--- src/rtl/dma_sel_pkg.sv ---
package dma_sel_pkg;

   typedef enum logic {
      BANK_BASIC = 1'b0,
      BANK_EXT   = 1'b1
   } bank_e;

   typedef struct packed {
      bank_e      bank;
      logic [3:0] code;
   } sel_t;

   localparam logic [3:0] CODE_PIN_FALL  = 4'd0;
   localparam logic [3:0] CODE_SW_STROBE = 4'd1;
   localparam logic [3:0] CODE_PIN_BOTH  = 4'd3;
   localparam int         BASIC_FIRST    = 2;
   localparam int         EXT_SLOTS      = 9;

   // Extended slot j -> cause code (slot 0 base timer, slots 1..8 channels 0..7)
   function automatic logic [3:0] ext_code(input int j);
      if (j < 3) ext_code = 4'(j);
      else       ext_code = 4'(j + 1);
   endfunction

endpackage

--- src/rtl/dma_sel_ctrl_reg.sv ---
module dma_sel_ctrl_reg
   import dma_sel_pkg::*;
#(
   parameter int DATA_W = 8
) (
   input  logic              clk,
   input  logic              rst_n,
   input  logic              cs,
   input  logic              we,
   input  logic [DATA_W-1:0] wdata,
   output sel_t              sel,
   output logic              sw_pulse,
   output logic [DATA_W-1:0] rdata
);

   localparam int BANK_BIT = 6;
   localparam int SW_BIT   = 7;

   if (DATA_W != 8) begin : g_bad_width
      $error("dma_sel_ctrl_reg: DATA_W must be 8");
   end

   logic wr_en;
   logic sw_hit;

   assign wr_en  = cs && we;
   assign sw_hit = wr_en && wdata[SW_BIT] && !wdata[BANK_BIT]
                   && (wdata[3:0] == CODE_SW_STROBE);

   always_ff @(posedge clk or negedge rst_n) begin
      if (!rst_n) begin
         sel      <= '{bank: BANK_BASIC, code: 4'd0};
         sw_pulse <= 1'b0;
      end else begin
         sw_pulse <= sw_hit;
         if (wr_en) begin
            sel.bank <= bank_e'(wdata[BANK_BIT]);
            sel.code <= wdata[3:0];
         end
      end
   end

   always_comb begin
      rdata           = '0;
      rdata[3:0]      = sel.code;
      rdata[BANK_BIT] = sel.bank;
   end

endmodule

--- src/rtl/dma_sel_pin_edge.sv ---
module dma_sel_pin_edge #(
   parameter int   SYNC_STAGES = 2,
   parameter logic RST_LVL     = 1'b1
) (
   input  logic clk,
   input  logic rst_n,
   input  logic pin,
   output logic fall_evt,
   output logic any_evt
);

   if (SYNC_STAGES < 2) begin : g_bad_sync
      $error("dma_sel_pin_edge: SYNC_STAGES must be at least 2");
   end

   logic [SYNC_STAGES-1:0] sync_q;
   logic                   last_q;
   logic                   now_lvl;

   assign now_lvl = sync_q[SYNC_STAGES-1];

   always_ff @(posedge clk or negedge rst_n) begin
      if (!rst_n) begin
         sync_q <= {SYNC_STAGES{RST_LVL}};
         last_q <= RST_LVL;
      end else begin
         sync_q <= {sync_q[SYNC_STAGES-2:0], pin};
         last_q <= now_lvl;
      end
   end

   assign fall_evt = last_q && !now_lvl;
   assign any_evt  = last_q ^ now_lvl;

endmodule

--- src/rtl/dma_sel_mux.sv ---
module dma_sel_mux
   import dma_sel_pkg::*;
#(
   parameter int CODE_W = 4,
   localparam int N_BASIC = (1 << CODE_W) - BASIC_FIRST
) (
   input  sel_t               sel,
   input  logic [N_BASIC-1:0] basic_evt,
   input  logic [EXT_SLOTS-1:0] ext_evt,
   input  logic               pin_fall,
   input  logic               pin_any,
   input  logic               sw_pulse,
   output logic               src_evt
);

   logic [N_BASIC-1:0]   basic_hit;
   logic [EXT_SLOTS-1:0] ext_hit;
   logic                 basic_src;
   logic                 ext_src;

   for (genvar g = 0; g < N_BASIC; g++) begin : g_basic
      assign basic_hit[g] = basic_evt[g] && (sel.code == CODE_W'(g + BASIC_FIRST));
   end

   for (genvar j = 0; j < EXT_SLOTS; j++) begin : g_ext
      assign ext_hit[j] = ext_evt[j] && (sel.code == ext_code(j));
   end

   always_comb begin
      basic_src = |basic_hit;
      if (sel.code == CODE_PIN_FALL)  basic_src = pin_fall;
      if (sel.code == CODE_SW_STROBE) basic_src = sw_pulse;
      ext_src = |ext_hit;
      if (sel.code == CODE_PIN_BOTH)  ext_src = pin_any;
      src_evt = (sel.bank == BANK_EXT) ? ext_src : basic_src;
   end

endmodule

--- src/rtl/dma_trig_select.sv ---
module dma_trig_select
   import dma_sel_pkg::*;
#(
   parameter int   CODE_W      = 4,
   parameter int   SYNC_STAGES = 2,
   parameter logic PIN_RST_LVL = 1'b1
) (
   input  logic                      clk,
   input  logic                      rst_n,
   input  logic                      cs,
   input  logic                      we,
   input  logic [7:0]                wdata,
   output logic [7:0]                rdata,
   input  logic [(1<<CODE_W)-3:0]    basic_evt,
   input  logic [8:0]                ext_evt,
   input  logic                      ext_pin,
   output logic                      dma_req
);

   if (CODE_W != 4) begin : g_bad_code
      $error("dma_trig_select: CODE_W must be 4 to fit the register layout");
   end

   sel_t sel;
   logic sw_pulse;
   logic pin_fall;
   logic pin_any;
   logic src_evt;

   dma_sel_ctrl_reg #(.DATA_W(8)) u_reg (
      .clk      (clk),
      .rst_n    (rst_n),
      .cs       (cs),
      .we       (we),
      .wdata    (wdata),
      .sel      (sel),
      .sw_pulse (sw_pulse),
      .rdata    (rdata)
   );

   dma_sel_pin_edge #(.SYNC_STAGES(SYNC_STAGES), .RST_LVL(PIN_RST_LVL)) u_pin (
      .clk      (clk),
      .rst_n    (rst_n),
      .pin      (ext_pin),
      .fall_evt (pin_fall),
      .any_evt  (pin_any)
   );

   dma_sel_mux #(.CODE_W(CODE_W)) u_mux (
      .sel       (sel),
      .basic_evt (basic_evt),
      .ext_evt   (ext_evt),
      .pin_fall  (pin_fall),
      .pin_any   (pin_any),
      .sw_pulse  (sw_pulse),
      .src_evt   (src_evt)
   );

   always_ff @(posedge clk or negedge rst_n) begin
      if (!rst_n) dma_req <= 1'b0;
      else        dma_req <= src_evt;
   end

endmodule

--- config.mk ---
export PLATFORM = sky130hd
export DESIGN_NAME = dma_trig_select
export DESIGN_NICKNAME = d
export VERILOG_FILES = /design/src/rtl/dma_sel_pkg.sv /design/src/rtl/dma_sel_ctrl_reg.sv /design/src/rtl/dma_sel_pin_edge.sv /design/src/rtl/dma_sel_mux.sv /design/src/rtl/dma_trig_select.sv
export SDC_FILE = /design/constraint.sdc
export NUM_CORES = 1
export LEC_CHECK = 0
export ABC_AREA = 1
export BUFFER_PORTS_ARGS = -buffer_cell sky130_fd_sc_hd__buf_2
export CORE_MARGIN = 2
export CORE_UTILIZATION = 40
export DETAILED_ROUTE_END_ITERATION = 8
export GPL_TIMING_DRIVEN = 0
export PLACE_DENSITY_LB_ADDON = 0.08
export SLEW_MARGIN = 25
export SYNTH_ARGS = -nofsm -noshare
export SYNTH_HDL_FRONTEND = slang
export SYNTH_SLANG_ARGS = --single-unit
--- constraint.sdc ---
create_clock -name clk -period 1.4 [get_ports clk]
set_input_delay 0.21 -clock clk [delete_from_list [all_inputs] [get_ports clk]]
set_output_delay 0.21 -clock clk [all_outputs]
set_load 0.01 [all_outputs]
==> impl_metrics.yaml <==
pwr:
  power_uw: 913
  p_leak_nw: 0.553
  powerDensity_mw_per_mm2: 918
  vdd_drop_max_v: 0.000632
floorplan:
  die_h_um: 45.4
  initial_utilization: 0.440
  ios: 45
  die_area_sq_mm: 0.00206
  rows: 14
  fp.dieW_um: 45.4
  core_sq_mm: 0.00156
routing:
  routedLengthMet1_um: 698
  wl_um: 1680
  viasPerCell: 4.79
  wl_per_cell_um: 10.2
  top_layer: "met4"
  drc: 0
  met2_length_um: 841
  ant_nets: 0
  met3_length_um: 125
  drt_first_iter_violations: 19
  first_pass_iters: 4
  via_count: 786
synth:
  synth_top_cell_by_area: "dfrtp_1"
  avgSynthCellArea_sq_um: 6.93
  synth_cells: 99
  synth_edf_count: 0
  yosysTopAreaCellShare: 0.255
  synth_ff_type: "dfrtp_1"
  yosysSeqAreaShare: 0.370
  ys.warnings.count: 0
  ys_top_cells_by_area: "dfrtp_1, nand3_1, dfstp_2"
  synthArstFlopShare: 1.00
  ys_seq_elements: 10
  synthesis.area_sq_um: 686
  ys_types: 17
cts:
  worstSkewPairLatency_ns: 0.26
  cts_sinks: 10
  cts_tree: "built"
  clk_pin_slew_ns: 0.06
  numCtsBuffers: 3
  cts_root_buffer: "clkbuf_4"
  htree_levels: 1
  cts_buffer_depth: 2
timing:
  fin_skew_ns: 0.00134
  clock.fmax_ghz: 0.755
  finalMaxSlewViolations: 0
  finalCritPeriodShare: 0.946
  finalHoldViolCount: 0
  setup_ws_ns: 0.0760
  hold_slack_ns: 0.0442
  rsz0062_at_grt: "yes"
  setup_viol: 0
  min_period_ns: 1.32
critical_path:
  critPathMaxFanout: 6
  worstSetupPathType: "register to register"
  cp-start-kind: "register"
  cp_slowest_cell: "dfrtp_2"
  worstReg2RegStart: "u_reg.rdata[3]"
  crit_arrival_ns: 1.47
  endpoint_kind: "register"
  reg2reg_slack_ns: 0.08
  critPathMostFrequentCell: "nand2_1"
  crit_start: "u_reg.rdata[3]"
  slowest_delay_ns: 0.46
  cp_cell_sequence: "inv_2 -> nor2_4 -> nand3_1 -> nand2_1 -> nor2_1 -> nand2_1 -> nor2_1 -> nand3_1 -> nand2_1 -> nand2_1"
  required_ns: 1.55
finish:
  final_cells: 164
  fin_area_sq_um: 995
  n_antenna_cell: 0
  layout.nets: 186
  drive_gt1_frac: 0.473
  syn_to_final_growth_pct: 45.1
placed_design:
  gp_congestion: 0.775
  dp_hpwl_um: 1370
  place_inst: 156
  place_area_sq_um: 908
  port_buffers: 39
  dp_slack_ns: 0.0621
job:
  maxCapViolCount: 0
hold_path:
  min_path_type: "input port to register"
  hp-start: "ext_pin"
global_route:
  grt_usage: 0.183
  grt_pass1_wl_um: 2660
  grt_pass1_vias: 673
  grt_max_degree: 11
  antenna_found_initial: 0
  grt-ovfl-total: 0
run_status:
  status: "complete, no violations"
==> state kept, by name (all words and copies together) (netlist names) <==
name            count
u_reg.sw_pulse      1
u_pin.sync_q        2
u_reg.rdata         5
u_pin.last_q        1
dma_req             1
==> layout by cell type, fill, tap and decap left out <==
cell	count
nand2_1	17
buf_2	39
dfstp_2	3
nor3_1	2
inv_2	6
clkbuf_8	1
nor2_1	9
nor2_2	2
dfrtp_1	3
nand3_2	1
buf_4	6
clkbuf_1	1
clkbuf_4	3
dlygate4sd3_1	1
o21ai_0	2
nor2_4	4
nand3_1	29
dfrtp_2	4
inv_1	6
ha_1	1
a21oi_1	3
o21ai_1	1
conb_1	3
nand2_2	1
==> cell usage after synthesis, types with 2 or more instances <==
| cell | number |
|---|---|
| a21oi_1 | 3 |
| buf_4 | 3 |
| dfrtp_1 | 7 |
| dfstp_2 | 3 |
| inv_1 | 6 |
| inv_2 | 6 |
| nand2_1 | 18 |
| nand3_1 | 30 |
| nor2_1 | 9 |
| nor2_2 | 3 |
| nor2_4 | 3 |
| nor3_1 | 2 |
| o21ai_0 | 2 |
==> through the flow <==
stage / setup TNS (ns) / util
3_5_place_dp: 0 / 0.583
2_1_floorplan: 0 / -
5_1_grt: -0.0472 / 0.638
6_report: 0 / 0.638
3_3_place_gp: 0 / 0.583
4_1_cts: 0 / 0.612
==> worst paths after layout <==
kind                              endpoint  cells past startpoint
max in group asynchronous  u_pin.sync_q[0]                      2
setup / recovery                   dma_req                     10
hold / removal             u_pin.sync_q[0]                      1
setup reg to reg                   dma_req                     10
min in group asynchronous          dma_req                      2
hold reg to reg            u_pin.sync_q[1]                      0
==> area by class of cell <==
cell class                 instances  area (sq um)
fill                             158           564
multi-input combinational         75           380
sequential                        10           259
timing repair buffer              43           228
inverter                          12          45.0
clock buffer                       4          36.3
buffer                             4          26.3
tap                               16          20.0
==> layer usage <==
layer	GRT usage	up-vias
met5	0	-
met4	0.106	0
met2	0.324	33
met3	0.0278	2
li1	-	416
met1	0.205	335
==> power by group <==
part	total (mW)	internal [mW]	switching (mW)
clock	0.250	0.158	0.0927
sequential	0.366	0.327	0.0396
combinational	0.296	0.130	0.166
==> kinds of logic (layout without fill, tap and decap cells) <==
logic type | count (synthesis) | after routing | share of synthesized area
flops | 10 | 10 | 0.370
simple gates | 65 | 65 | 0.458
compound gates | 6 | 6 | 0.0438
fa+ha+maj | 1 | 1 | 0.0182
other cells | 1 | 3 | 0.00547
buf+inv | 16 | 63 | 0.104
==> worst max-delay path: cells and delay by family, from the launching register on <==
kind,cells,cell delay (ns)
AND/OR/NAND/NOR,9,0.65
flip-flops,1,0.46
buffers and inverters,1,0.10
==> repair_timing <==
action,in CTS,in global routing
gates resized for setup,0,7
endpoints found under the hold margin,7,0
hold buffers,1,0
buffers inserted,0,3
endpoints found under the setup margin,0,1
Note: power is estimated with default switching activity, not from simulation.
